==> config.mk <==
export PLATFORM = sky130hd
export DESIGN_NAME = rate_pitch_conv
export DESIGN_NICKNAME = d
export VERILOG_FILES = /design/src/rtl/rate_pitch_pkg.sv /design/src/rtl/rate_pitch_tables.sv /design/src/rtl/rate_pitch_normalise.sv /design/src/rtl/rate_pitch_control.sv /design/src/rtl/rate_pitch_datapath.sv /design/src/rtl/rate_pitch_conv.sv
export SDC_FILE = /design/constraint.sdc
export NUM_CORES = 1
export LEC_CHECK = 0
export BUFFER_PORTS_ARGS = -buffer_cell sky130_fd_sc_hd__buf_4
export CAP_MARGIN = 20
export CORE_UTILIZATION = 55
export CTS_CLUSTER_SIZE = 10
export DETAILED_ROUTE_END_ITERATION = 6
export PLACE_DENSITY_LB_ADDON = 0.3
export SYNTH_ARGS = -nofsm -noshare
export SYNTH_HDL_FRONTEND = slang
export SYNTH_SLANG_ARGS = --single-unit
==> constraint.sdc <==
create_clock -name clk -period 8.7 [get_ports clk]
set_clock_uncertainty 0.1 [all_clocks]
set_input_delay 1.305 -clock clk [delete_from_list [all_inputs] [get_ports clk]]
set_output_delay 1.305 -clock clk [all_outputs]
set_load 0.005 [all_outputs]
==> src/rtl/rate_pitch_pkg.sv <==
package rate_pitch_pkg;

  localparam int RATE_W  = 32;
  localparam int IDX_W   = 7;
  localparam int FRAC_W  = 7;
  localparam int MAG_W   = 20;
  localparam int SLOPE_W = 8;
  localparam int POS_W   = $clog2(RATE_W);
  localparam int ENTRIES = 1 << IDX_W;

  // Strobes from the control into the datapath stages
  typedef struct packed {
    logic ldScale;
    logic ldNorm;
    logic ldOut;
  } stageStrobe_t;

  // Base-2 log fraction of (ENTRIES + k) / ENTRIES by repeated squaring
  function automatic logic [MAG_W-1:0] magEntry(input int k);
    logic [63:0] y;
    logic [MAG_W-1:0] r;
    y = 64'(ENTRIES + k) << (30 - IDX_W);
    r = '0;
    for (int b = MAG_W - 1; b >= 0; b--) begin
      y = (y * y) >> 30;
      if (y >= 64'h8000_0000) begin
        r[b] = 1'b1;
        y = y >> 1;
      end
    end
    return r;
  endfunction

  // Rounded per-step slope between neighbouring magnitude entries
  function automatic logic [SLOPE_W-1:0] slopeEntry(input int k);
    int cur;
    int nxt;
    cur = int'(magEntry(k));
    nxt = (k == ENTRIES - 1) ? (1 << MAG_W) : int'(magEntry(k + 1));
    return SLOPE_W'((nxt - cur + (1 << (FRAC_W - 1))) >> FRAC_W);
  endfunction

endpackage

==> src/rtl/rate_pitch_tables.sv <==
module rate_pitch_tables
  import rate_pitch_pkg::*;
#(
  parameter int IW = IDX_W,
  parameter int MW = MAG_W,
  parameter int SW = SLOPE_W
) (
  input  logic [IW-1:0] idx,
  output logic [MW-1:0] magOut,
  output logic [SW-1:0] slopeOut
);

  localparam int DEPTH = 1 << IW;

  logic [MW-1:0] magRom   [DEPTH];
  logic [SW-1:0] slopeRom [DEPTH];

  for (genvar k = 0; k < DEPTH; k++) begin : g_rom
    assign magRom[k]   = MW'(magEntry(k));
    assign slopeRom[k] = SW'(slopeEntry(k));
  end

  assign magOut   = magRom[idx];
  assign slopeOut = slopeRom[idx];

endmodule

==> src/rtl/rate_pitch_normalise.sv <==
module rate_pitch_normalise
  import rate_pitch_pkg::*;
#(
  parameter int W  = RATE_W,
  parameter int PW = POS_W,
  parameter int FW = IDX_W + FRAC_W
) (
  input  logic [W-1:0]  scaled,
  output logic [PW-1:0] leadPos,
  output logic [FW-1:0] fields,
  output logic          noLead
);

  localparam int DROP = W - 1 - FW;

  logic [PW-1:0] shiftAmt;
  logic [W-1:0]  normWord;

  // Priority encoder: the highest set bit wins
  always_comb begin
    leadPos = '0;
    for (int b = 0; b < W; b++) begin
      if (scaled[b]) leadPos = PW'(b);
    end
  end

  assign shiftAmt = PW'(W - 1) - leadPos;
  assign normWord = scaled << shiftAmt;
  assign fields   = FW'(normWord >> DROP);
  assign noLead   = (scaled[W-1:1] == '0);

endmodule

==> src/rtl/rate_pitch_control.sv <==
module rate_pitch_control
  import rate_pitch_pkg::*;
(
  input  logic         clk,
  input  logic         rst,
  input  logic         inValid,
  output logic         inReady,
  output logic         outValid,
  output stageStrobe_t strobe
);

  logic readyQ;
  logic s1Valid;
  logic s2Valid;
  logic s3Valid;
  logic accept;

  assign accept = inValid && readyQ;

  always_ff @(posedge clk) begin
    if (rst) begin
      readyQ  <= 1'b0;
      s1Valid <= 1'b0;
      s2Valid <= 1'b0;
      s3Valid <= 1'b0;
    end else begin
      readyQ  <= 1'b1;
      s1Valid <= accept;
      s2Valid <= s1Valid;
      s3Valid <= s2Valid;
    end
  end

  always_comb begin
    strobe.ldScale = accept;
    strobe.ldNorm  = s1Valid;
    strobe.ldOut   = s2Valid;
  end

  assign inReady  = readyQ;
  assign outValid = s3Valid;

endmodule

==> src/rtl/rate_pitch_datapath.sv <==
module rate_pitch_datapath
  import rate_pitch_pkg::*;
#(
  parameter int W     = RATE_W,
  parameter int SCALE = 11185,
  parameter int BIAS  = 15,
  parameter int EXP_SHIFT = MAG_W
) (
  input  logic         clk,
  input  logic         rst,
  input  stageStrobe_t strobe,
  input  logic [W-1:0] rateIn,
  output logic [W-1:0] pitchOut,
  output logic         pitchErr
);

  localparam int FW = IDX_W + FRAC_W;

  // Stage 1: scaling
  logic [W-1:0] scaledQ;
  logic         zeroQ1;

  // Stage 2: normalisation
  logic [POS_W-1:0] posD;
  logic [FW-1:0]    fieldsD;
  logic             noLeadD;
  logic [POS_W-1:0] posQ;
  logic [FW-1:0]    fieldsQ;
  logic             zeroQ2;
  logic             errQ2;

  // Stage 3: table lookup and sum
  logic [IDX_W-1:0]   tabIdx;
  logic [FRAC_W-1:0]  tabFrac;
  logic [MAG_W-1:0]   magVal;
  logic [SLOPE_W-1:0] slopeVal;
  logic [W-1:0]       expTerm;
  logic [W-1:0]       interpTerm;
  logic [W-1:0]       sumD;
  logic [W-1:0]       pitchQ;
  logic               errQ3;

  always_ff @(posedge clk) begin
    if (rst) begin
      scaledQ <= '0;
      zeroQ1  <= 1'b0;
    end else if (strobe.ldScale) begin
      scaledQ <= rateIn * W'(SCALE);
      zeroQ1  <= (rateIn == '0);
    end
  end

  rate_pitch_normalise #(
    .W (W),
    .PW(POS_W),
    .FW(FW)
  ) norm_i (
    .scaled (scaledQ),
    .leadPos(posD),
    .fields (fieldsD),
    .noLead (noLeadD)
  );

  always_ff @(posedge clk) begin
    if (rst) begin
      posQ    <= '0;
      fieldsQ <= '0;
      zeroQ2  <= 1'b0;
      errQ2   <= 1'b0;
    end else if (strobe.ldNorm) begin
      posQ    <= posD;
      fieldsQ <= fieldsD;
      zeroQ2  <= zeroQ1;
      errQ2   <= noLeadD && !zeroQ1;
    end
  end

  assign tabIdx  = fieldsQ[FW-1:FRAC_W];
  assign tabFrac = fieldsQ[FRAC_W-1:0];

  rate_pitch_tables #(
    .IW(IDX_W),
    .MW(MAG_W),
    .SW(SLOPE_W)
  ) tab_i (
    .idx     (tabIdx),
    .magOut  (magVal),
    .slopeOut(slopeVal)
  );

  assign expTerm    = (W'(posQ) - W'(BIAS)) << EXP_SHIFT;
  assign interpTerm = W'(tabFrac) * W'(slopeVal);
  assign sumD       = (zeroQ2 || errQ2) ? '0 : (expTerm + W'(magVal) + interpTerm);

  always_ff @(posedge clk) begin
    if (rst) begin
      pitchQ <= '0;
      errQ3  <= 1'b0;
    end else if (strobe.ldOut) begin
      pitchQ <= sumD;
      errQ3  <= errQ2;
    end
  end

  assign pitchOut = pitchQ;
  assign pitchErr = errQ3;

endmodule

==> src/rtl/rate_pitch_conv.sv <==
module rate_pitch_conv
  import rate_pitch_pkg::*;
(
  input  logic              clk,
  input  logic              rst,
  input  logic              inValid,
  output logic              inReady,
  input  logic [RATE_W-1:0] rateIn,
  output logic              outValid,
  output logic [RATE_W-1:0] pitchOut,
  output logic              pitchErr
);

  stageStrobe_t strobe;
  logic         errRaw;

  rate_pitch_control ctrl_i (
    .clk     (clk),
    .rst     (rst),
    .inValid (inValid),
    .inReady (inReady),
    .outValid(outValid),
    .strobe  (strobe)
  );

  rate_pitch_datapath #(
    .W(RATE_W)
  ) dp_i (
    .clk     (clk),
    .rst     (rst),
    .strobe  (strobe),
    .rateIn  (rateIn),
    .pitchOut(pitchOut),
    .pitchErr(errRaw)
  );

  assign pitchErr = errRaw && outValid;

endmodule

==> results of run 1 <==
==> synth_stat cells (7+ instances only) <==
cell type	n	area (µm²)
a211oi_1	34	255
a21o_1	21	158
a21oi_1	171	856
a22oi_1	15	113
a311oi_1	8	70.1
a31oi_1	18	113
and2_1	32	200
buf_1	18	67.6
buf_2	19	95.1
clkbuf_1	73	274
dfxtp_1	91	1820
fa_1	161	3220
ha_1	190	2380
inv_1	300	1130
mux2i_1	76	761
mux4_2	10	225
nand2_1	218	818
nand2b_1	11	68.8
nand3_1	38	190
nand4_1	9	56.3
nor2_1	171	642
nor2b_1	20	125
nor3_1	29	145
nor4_1	11	68.8
o211ai_1	19	143
o21ai_0	114	571
o221ai_1	9	78.8
o22ai_1	16	100
o311ai_0	12	105
o31ai_1	13	97.6
or3_1	7	43.8
xnor2_1	40	350
xor2_1	19	166
==> logic make-up (layout without fill, tap and decap cells) <==
family                   after synthesis  after routing  synth area share
AND/OR/NAND/NOR                      574            574             0.155
adder cells (fa/ha/maj)              352            352             0.338
flip-flops                            91             91             0.110
buffers and inverters                426            423             0.102
AO/OA/AOI/OAI                        525            525             0.201
multiplexers                          91             91            0.0632
XOR/XNOR                              59             59            0.0311
==> worst max-delay path, cell delays in order, from the launching register on <==
cell      delay [ns]
dfxtp_4         0.91
clkinv_1        0.24
buf_4           0.34
nand2_1         0.20
a21oi_1         0.10
o21a_1          0.19
a31oi_1         0.13
o21ai_0         0.09
o21ai_0         0.52
nand2_1         0.16
fa_1            0.44
fa_1            0.51
inv_1           0.06
fa_1            0.49
fa_1            0.41
ha_1            0.34
o21ai_0         0.11
a21boi_0        0.34
nand3_1         0.22
o211ai_1        0.23
a221o_1         0.22
nand4_1         0.15
or3b_1          0.42
o211a_1         0.26
a21o_1          0.17
==> routing by layer <==
| metal | share of wire | wire length, µm |
|---|---|---|
| met3 | 0.062 | 3130 |
| met1 | 0.40 | 20200 |
| met5 | 0 | 0 |
| met4 | 0.054 | 2730 |
| met2 | 0.48 | 24400 |
==> worst max-delay path by stage <==
| stage | from | endpoint | slack, ns | depth (start not counted) |
|---|---|---|---|---|
| 2_1_floorplan | dp_i.fieldsQ[9] | dp_i.pitchOut[25] | 1.62 | 26 |
| 6_report | dp_i.fieldsQ[9] | dp_i.pitchOut[31] | 1.22 | 24 |
| 3_5_place_dp | dp_i.fieldsQ[9] | dp_i.pitchOut[31] | 1.38 | 23 |
| 3_3_place_gp | dp_i.fieldsQ[9] | dp_i.pitchOut[29] | 1.49 | 23 |
| 5_1_grt | dp_i.fieldsQ[9] | dp_i.pitchOut[31] | 0.66 | 24 |
| 4_1_cts | dp_i.fieldsQ[9] | dp_i.pitchOut[31] | 1.34 | 23 |
==> layout make-up <==
cell class	count	area [µm²]
multi-input combinational	1601	13100
fill	2746	11900
sequential	91	1830
inverter	305	1140
timing repair buffer	102	813
tap	390	488
clock buffer	9	225
clock inverter	7	90.1
==> power by group through the flow <==
stage | logic, mW | clock network, mW | registers [mW]
finish | 5.36 | 0.434 | 0.553
global route | 6.00 | 0.453 | 0.564
CTS | 5.28 | 0.438 | 0.551
detailed placement | 5.24 | 0 | 0.562
global placement | 5.14 | 0 | 0.559
floorplan | 4.26 | 0 | 0.520
==> per-stage QoR <==
step	setup WS, ns	power (mW)	cells	util	instance area [µm²]
2_1_floorplan	1.62	4.78	2118	-	16600
3_3_place_gp	1.49	5.70	2484	0.584	17300
3_5_place_dp	1.38	5.80	2484	0.584	17300
4_1_cts	1.34	6.26	2500	0.594	17600
5_1_grt	0.661	7.02	2505	0.597	17700
6_report	1.22	6.35	2505	0.597	17700
==> registers in the layout, summed over array words and instances, names as in the netlist <==
signal,count
ctrl_i.s1Valid,1
dp_i.errQ2,1
ctrl_i.s2Valid,1
ctrl_i.outValid,1
ctrl_i.inReady,1
dp_i.pitchErr,1
dp_i.pitchOut,32
dp_i.zeroQ2,1
dp_i.posQ,5
dp_i.zeroQ1,1
dp_i.scaledQ,32
dp_i.fieldsQ,14
==> results.toml, run 1 <==
[sta]
fin_crit_sh = 0.860
period_needed_ns = 7.48
hold_viol_final = 0
hold_ws_ns = 0.355
setup-tns-final_ns = 0
grt_setup_unrepaired = "false"
worst-slew-pin-transition_ns = 1.08
slew_violations = 0
setup_viol = 0
fmax_mhz = 134
relSlewSlack = 0.277

[power_and_ir_drop]
p_per_area_nw_per_um2 = 359
ir_drop_v = 0.000289
leakage_nw = 8.23
p_comb_frac = 0.845
pwr-share-seq = 0.087
p_int_mw = 3.03
p_switching_mw = 3.32
swShare = 0.522
clkPwrFrac = 0.068

[die]
die_x_um = 176
ioPinCount = 70
initial_core_util = 0.560
dieHeight_um = 176
die_area_um2 = 30900
rows = 63
core-area_um2 = 29600

[global_routing]
grt_pass1_vias = 15000
grtUsageMet2 = 0.575
met1_usage = 0.408
grtUsageTotal = 0.332
grt_max_degree = 79
grt_util_met3 = 0.0379
grt-busiest-layer = "met2"
grt_pass1_wl_um = 80800
grt_antenna_before_repair = 0
grt.overflow.total = 0

[worst_hold_path]
hold_start = "dp_i.pitchOut[29]"
hold_end = "dp_i.pitchOut[29]"
holdPathStages = 1
hold_class = "reg2reg"

[route]
ant_nets = 0
remaining_drc_errors = 15
wl_um = 50500
vias = 15400
detail_route.vias_per_cell = 6.15
wl_per_cell_um = 20.2
dr.pass1.iters = 7
first_iter_violations = 1742

[clocking]
clk_path_buf_depth = 2
cts_resized = 0
root_buffer = "clkbuf_16"
cts_made_buffers = 9
cts_sinks = 91
post_cts_buffers = 0
clock_latency_ns = 0.36
postCtsHoldBufs = 0
cts-htree-levels = 3
path_clk_slew_ns = 0.08
cts_tree = "done"

[yosys]
syn-instance-count = 2118
seq_area_frac_synth = 0.110
synth_edf_count = 0
netlist_area_um2 = 16600
syn-mean-instance-area_um2 = 7.84
ys_ff_latch = 91
netlist-cell-type-count = 84
synth_nets = 2504
synth_ff_type = "dfxtp_1"
synth-warning-count = 0
async_flop_share = 0

[worst_setup_path]
critPathCaptureType = "flip-flop"
required_ns = 8.85
crit_fanout = 78
reg2reg_depth = 24
reg2reg_setup_slack_ns = 1.22
cp.arrival_ns = 7.64
regToRegEndpoint = "dp_i.pitchOut[31]"
critical_path_class = "reg2reg"
start_kind = "flip-flop"
regToRegStartpoint = "dp_i.fieldsQ[9]"

[placement]
dp_hpwl_um = 39300
port_buffers = 69
gp_congestion = 1.08

[final_layout]
syn2layout_area_growth_pct = 6.64
layout.nets = 2496
layout_common_cells = "300 x inv_1, 218 x nand2_1, 190 x ha_1"
antenna_cells = 0
drive_above_1_share = 0.0747
layout.cells.most_common = "inv_1"

[run]
max-cap-violations = 0

[run_status]
violations = "DRC"
run_status = "complete, but fails checks"
Note: power is estimated with default switching activity, not from simulation.
==> run 2, diff against run 1 <==
- CELL_PAD_IN_SITES_DETAIL_PLACEMENT: unset -> 2
- CELL_PAD_IN_SITES_GLOBAL_PLACEMENT: unset -> 2
- CORE_UTILIZATION: 55 -> 39
==> run 2 against run 1 <==
Net effect: the run now ends clean; sequential power grew 2%; final area grew 0.81%; core utilization shrank 17 points; clock power grew 6.7%; global-route usage shrank 2.0 points; critical endpoint is now dp_i.pitchOut[24]; largest power group unchanged.
==> results.toml, run 2 (synthesis results as in run 1) <==
[worst_setup_path]
reg2reg_setup_slack_ns = 0.95
reg2reg_depth = 24
critical_path_class = "reg2reg"
crit_fanout = 51
regToRegStartpoint = "dp_i.fieldsQ[9]"
required_ns = 8.85
cp.arrival_ns = 7.90
regToRegEndpoint = "dp_i.pitchOut[24]"
critPathCaptureType = "flip-flop"
start_kind = "flip-flop"

[sta]
setup-tns-final_ns = 0
grt_setup_unrepaired = "false"
setup_viol = 0
hold_viol_final = 0
relSlewSlack = 0.252
fmax_mhz = 129
worst-slew-pin-transition_ns = 1.12
period_needed_ns = 7.75
fin_crit_sh = 0.891
slew_violations = 0

[power_and_ir_drop]
swShare = 0.544
leakage_nw = 8.20
p_switching_mw = 3.68
pwr-share-seq = 0.084
ir_drop_v = 0.000199
p_per_area_nw_per_um2 = 379
p_int_mw = 3.09
p_comb_frac = 0.848
clkPwrFrac = 0.069

[final_layout]
drive_above_1_share = 0.0725
layout.cells.most_common = "inv_1"
layout_common_cells = "300 x inv_1, 218 x nand2_1, 190 x ha_1"
layout.nets = 2492
layout.area.seq_um2 = 1830
syn2layout_area_growth_pct = 7.50
multiInputGateArea_um2 = 13100
fillers = 4793
antenna_cells = 0
fin_util = 0.425

[die]
rows = 75
die_area_um2 = 43400
initial_core_util = 0.396
dieHeight_um = 208
ioPinCount = 70
core-area_um2 = 41900
die_x_um = 208

[clocking]
path_clk_slew_ns = 0.08
cts_tree = "done"
post_cts_buffers = 0
cts-htree-levels = 3
cts_made_buffers = 9
clock_latency_ns = 0.37
cts_resized = 0
clk_path_buf_depth = 2
cts_sinks = 91
root_buffer = "clkbuf_16"
postCtsHoldBufs = 0

[run_status]
run_status = "finished, final reports clean"

[run]
max-cap-violations = 0

[placement]
port_buffers = 69
gp_congestion = 0.990
dp_hpwl_um = 53100

[global_routing]
grt.overflow.total = 0
grt_pass1_wl_um = 105000
grtUsageTotal = 0.312
grt_pass1_vias = 17900
grt_max_degree = 78
grt_antenna_before_repair = 0

[route]
dr.pass1.iters = 6
wl_per_cell_um = 25.3
remaining_drc_errors = 0
ant_nets = 0
vias = 15900
wl_um = 66900
first_iter_violations = 1032
detail_route.vias_per_cell = 5.99

[worst_hold_path]
hold_start = "dp_i.pitchOut[31]"
hold_end = "dp_i.pitchOut[31]"
holdPathStages = 1
hold_class = "reg2reg"
run 2: power by group through the flow:
stage                     logic, mW  registers [mW]  clock network, mW
after floorplan                4.26           0.520                  0
after global placement         5.29           0.568                  0
after detailed placement       5.70           0.573                  0
after CTS                      5.75           0.563              0.472
after global routing           6.34           0.574              0.485
final                          5.74           0.565              0.463
run 2: per-layer routing:
layer	global-route usage	vias to the layer above	wire, µm
met5	0	-	0
met4	0.139	0	3100
met3	0.0237	149	2540
met2	0.585	470	35300
met1	0.359	8086	26000
li1	-	7168	-
run 2: through the flow:
stage | total power [mW] | worst slack, ns | hold slack, ns | area (µm²) | instances
after floorplan | 4.78 | 1.62 | 0.344 | 16600 | 2118
after global placement | 5.85 | 1.57 | 0.341 | 17500 | 2632
after detailed placement | 6.27 | 1.09 | 0.344 | 17500 | 2632
after CTS | 6.79 | 1.03 | 0.363 | 17800 | 2648
after global routing | 7.40 | 0.484 | 0.383 | 17800 | 2650
final | 6.76 | 0.952 | 0.364 | 17800 | 2650
run 2: worst max-delay path by stage:
stage,depth (start not counted),endpoint,from,slack [ns]
after floorplan,26,dp_i.pitchOut[25],dp_i.fieldsQ[9],1.62
final,24,dp_i.pitchOut[24],dp_i.fieldsQ[9],0.95
after global routing,22,dp_i.pitchOut[26],dp_i.fieldsQ[10],0.48
after CTS,24,dp_i.pitchOut[27],dp_i.fieldsQ[8],1.03
after detailed placement,23,dp_i.pitchOut[26],dp_i.fieldsQ[8],1.09
after global placement,24,dp_i.pitchOut[31],dp_i.fieldsQ[7],1.57
run 2: worst max-delay path, stage by stage, from the launching register on:
cell and delay, ns:
dfxtp_4 0.72, clkinv_1 0.20, ha_1 0.42, and2_1 0.23, o21a_1 0.19, a31oi_1 0.15, o21ai_0 0.10, o21ai_0 0.66
nand2_1 0.19, fa_1 0.57, fa_1 0.44, fa_1 0.50, inv_1 0.06, fa_1 0.39, ha_1 0.35, o21ai_0 0.12
a21boi_0 0.45, nand3_1 0.26, o211ai_1 0.29, a221oi_1 0.22, nor4b_2 0.48, nand4_1 0.19, nand2_1 0.11, xor2_1 0.16
o21ai_1 0.07
run 2: cell type report:
type,count,share of cell area
inverters,305,0.0642
well taps,539,0.0378
clock buffers,10,0.0140
multi-input cells,1601,0.734
clock inverters,6,0.00484
flip-flops and latches,91,0.103
repair buffers,98,0.0421
==> run 3, diff against run 2 <==
- CORE_UTILIZATION: 39 -> 40
- SYNTH_HIERARCHICAL: unset -> 1
==> run 3 against run 2 <==
Net effect: wire length is 19% higher; final area is 5.2% higher; synthesized cell count is 3.1% higher; sequential share of layout area is 0.93 points lower; largest power group unchanged; clock power is 9.9% lower; fmax is 8.1% lower.
==> results.toml, run 3 <==
[worst_setup_path]
cp.arrival_ns = 8.57
critical_path_class = "reg2reg"
reg2reg_depth = 32
required_ns = 8.83
slowest_stage = "fa_1"
crit_fanout = 10
start_kind = "flip-flop"
critPathCaptureType = "flip-flop"
critPathMaxStageDelay_ns = 0.54

[sta]
worst-slew-pin-transition_ns = 1.17
slew_violations = 0
fmax_mhz = 119
relSlewSlack = 0.206
hold_viol_final = 0
setup_slack_ns = 0.266
setup_viol = 0
fin_crit_sh = 0.969
grt_setup_unrepaired = "false"
period_needed_ns = 8.43
setup-tns-final_ns = 0
hold_ws_ns = 0.353

[yosys]
async_flop_share = 0
synth-warning-count = 6
synth_top_area_cell = "fa_1"
seq_area_frac_synth = 0.0996
syn-mean-instance-area_um2 = 8.01
netlist_area_um2 = 17500
synth_ff_type = "dfxtp_1"
synth_edf_count = 0
ys_ff_latch = 87
syn-instance-count = 2183
yosysMostFrequentCell = "inv_1"
synth_nets = 2568
ys_top_cells_by_area = "fa_1 18%, ha_1 14%, dfxtp_1 10%, inv_1 5.9%, mux2i_1 3.7%"
synthTopCellsByCount = "276 x inv_1, 195 x ha_1, 160 x nor2_1, 155 x fa_1, 128 x a21oi_1"
netlist-cell-type-count = 110
synth_top_area_frac = 0.177

[route]
dr.pass1.iters = 5
ant_nets = 0
remaining_drc_errors = 0
wl_um = 79700
detail_route.vias_per_cell = 6.17
wl_per_cell_um = 28.7
first_iter_violations = 1273
vias = 17100

[run_status]
run_status = "finished, final reports clean"

[die]
rows = 76
initial_core_util = 0.406
die_area_um2 = 44600
ioPinCount = 70
die_x_um = 211
core-area_um2 = 43100
dieHeight_um = 211

[power_and_ir_drop]
p_per_area_nw_per_um2 = 446
leakage_nw = 8.46
ir_drop_v = 0.000248

[final_layout]
layout.area.seq_um2 = 1750
fin_area_um2 = 18800
layout.nets = 2570
fillers = 4946
multiInputGateArea_um2 = 14000
regMostFlops = "dp_i/scaledQ"
layout.cells.most_common = "inv_1"
layout_common_cells = "276 x inv_1, 194 x ha_1, 160 x nor2_1"
syn2layout_area_growth_pct = 7.36
drive_above_1_share = 0.0886
largest_register_ffs = 32

[placement]
dp_hpwl_um = 63500
port_buffers = 69
pre_cts_slack_ns = 0.325
placed_area_um2 = 18400
gp_congestion = 1.02

[run]
max-cap-violations = 0

[global_routing]
grt.overflow.total = 0
grt_pass1_wl_um = 121000
grtUsageTotal = 0.363
grt_pass1_vias = 19100
grt_antenna_before_repair = 2
grt_max_degree = 79

[clocking]
root_buffer = "clkbuf_16"
clock_latency_ns = 0.38
cts_sinks = 87
path_clk_slew_ns = 0.07
cts_made_buffers = 9
cts_tree = "done"
postCtsHoldBufs = 0
clk_path_buf_depth = 2
cts-htree-levels = 3

[worst_hold_path]
holdPathStages = 2
hold_class = "reg2reg"
-- run 3: changes by cell type after synthesis, sizes merged, moves of 14 or more --
cell	before	now
mux2i	79	65
inv	301	282
nor2b	20	43
o21ai	118	135
buf	48	75
nand3	38	70
nand2b	12	45
and2	33	72
clkbuf	73	51
a21oi	172	130
nand2	218	125
-- run 3: cells by family after synthesis --
| family | after synthesis | share of synthesized area |
|---|---|---|
| AO/OA/AOI/OAI | 563 | 0.219 |
| flip-flops | 87 | 0.0996 |
| AND/OR/NAND/NOR | 625 | 0.180 |
| buffers and inverters | 410 | 0.100 |
| XOR/XNOR | 66 | 0.0331 |
| adder cells (fa/ha/maj) | 350 | 0.317 |
| other | 1 | 0.000214 |
| multiplexers | 81 | 0.0509 |
-- run 3: where the power goes --
group,internal [mW],leakage (nW),switching (mW)
logic,2.82,7.60,4.55
clock network,0.224,0.153,0.194
registers,0.461,0.710,0.127
total,3.51,8.46,4.87
-- run 3: path summary, 6_finish.rpt --
check,start,slack [ns],end
worst min-delay path,dp_i/pitchOut[25],0.35,dp_i/pitchOut[25]
worst max register to register,dp_i/fieldsQ[8],0.27,dp_i/pitchOut[22]
worst max-delay path,dp_i/fieldsQ[8],0.27,dp_i/pitchOut[22]
worst min register to register,dp_i/pitchOut[25],0.35,dp_i/pitchOut[25]
-- run 3: layout make-up --
| class | count | area share |
|---|---|---|
| inverter | 284 | 0.0569 |
| clock inverter | 5 | 0.00247 |
| timing repair buffer | 117 | 0.0475 |
| sequential | 87 | 0.0934 |
| clock buffer | 11 | 0.0141 |
| tap | 585 | 0.0390 |
| antenna | 1 | 0.000133 |
| multi-input combinational | 1686 | 0.747 |
-- run 3: metrics by stage --
step,util,std cells,total power [mW]
after global placement,0.428,2758,7.23
after floorplan,-,2183,5.61
final,0.436,2776,8.38
after global routing,0.436,2775,8.99
after detailed placement,0.428,2758,7.82
after CTS,0.435,2774,8.29
-- run 3: critical path: cells and delay by family (launching register included) --
family | cells | cell delay [ns]
adder cells (fa/ha/maj) | 7 | 3.10
XOR/XNOR | 2 | 0.44
flip-flops | 1 | 0.37
buffers and inverters | 6 | 0.91
AND/OR/NAND/NOR | 4 | 0.95
AO/OA/AOI/OAI | 13 | 2.41
-- run 3: routing by layer --
layer,global-route usage,vias up,part of all wire
li1,-,7579,-
met4,0.213,2,0.066
met5,0,-,0.00014
met3,0.0572,231,0.049
met1,0.395,8713,0.37
met2,0.661,600,0.51
-- run 3: what timing repair did --
item / CTS / global route
buffers inserted: 0 / 1
gates resized for setup: 0 / 3
endpoints found under the setup margin: 0 / 8
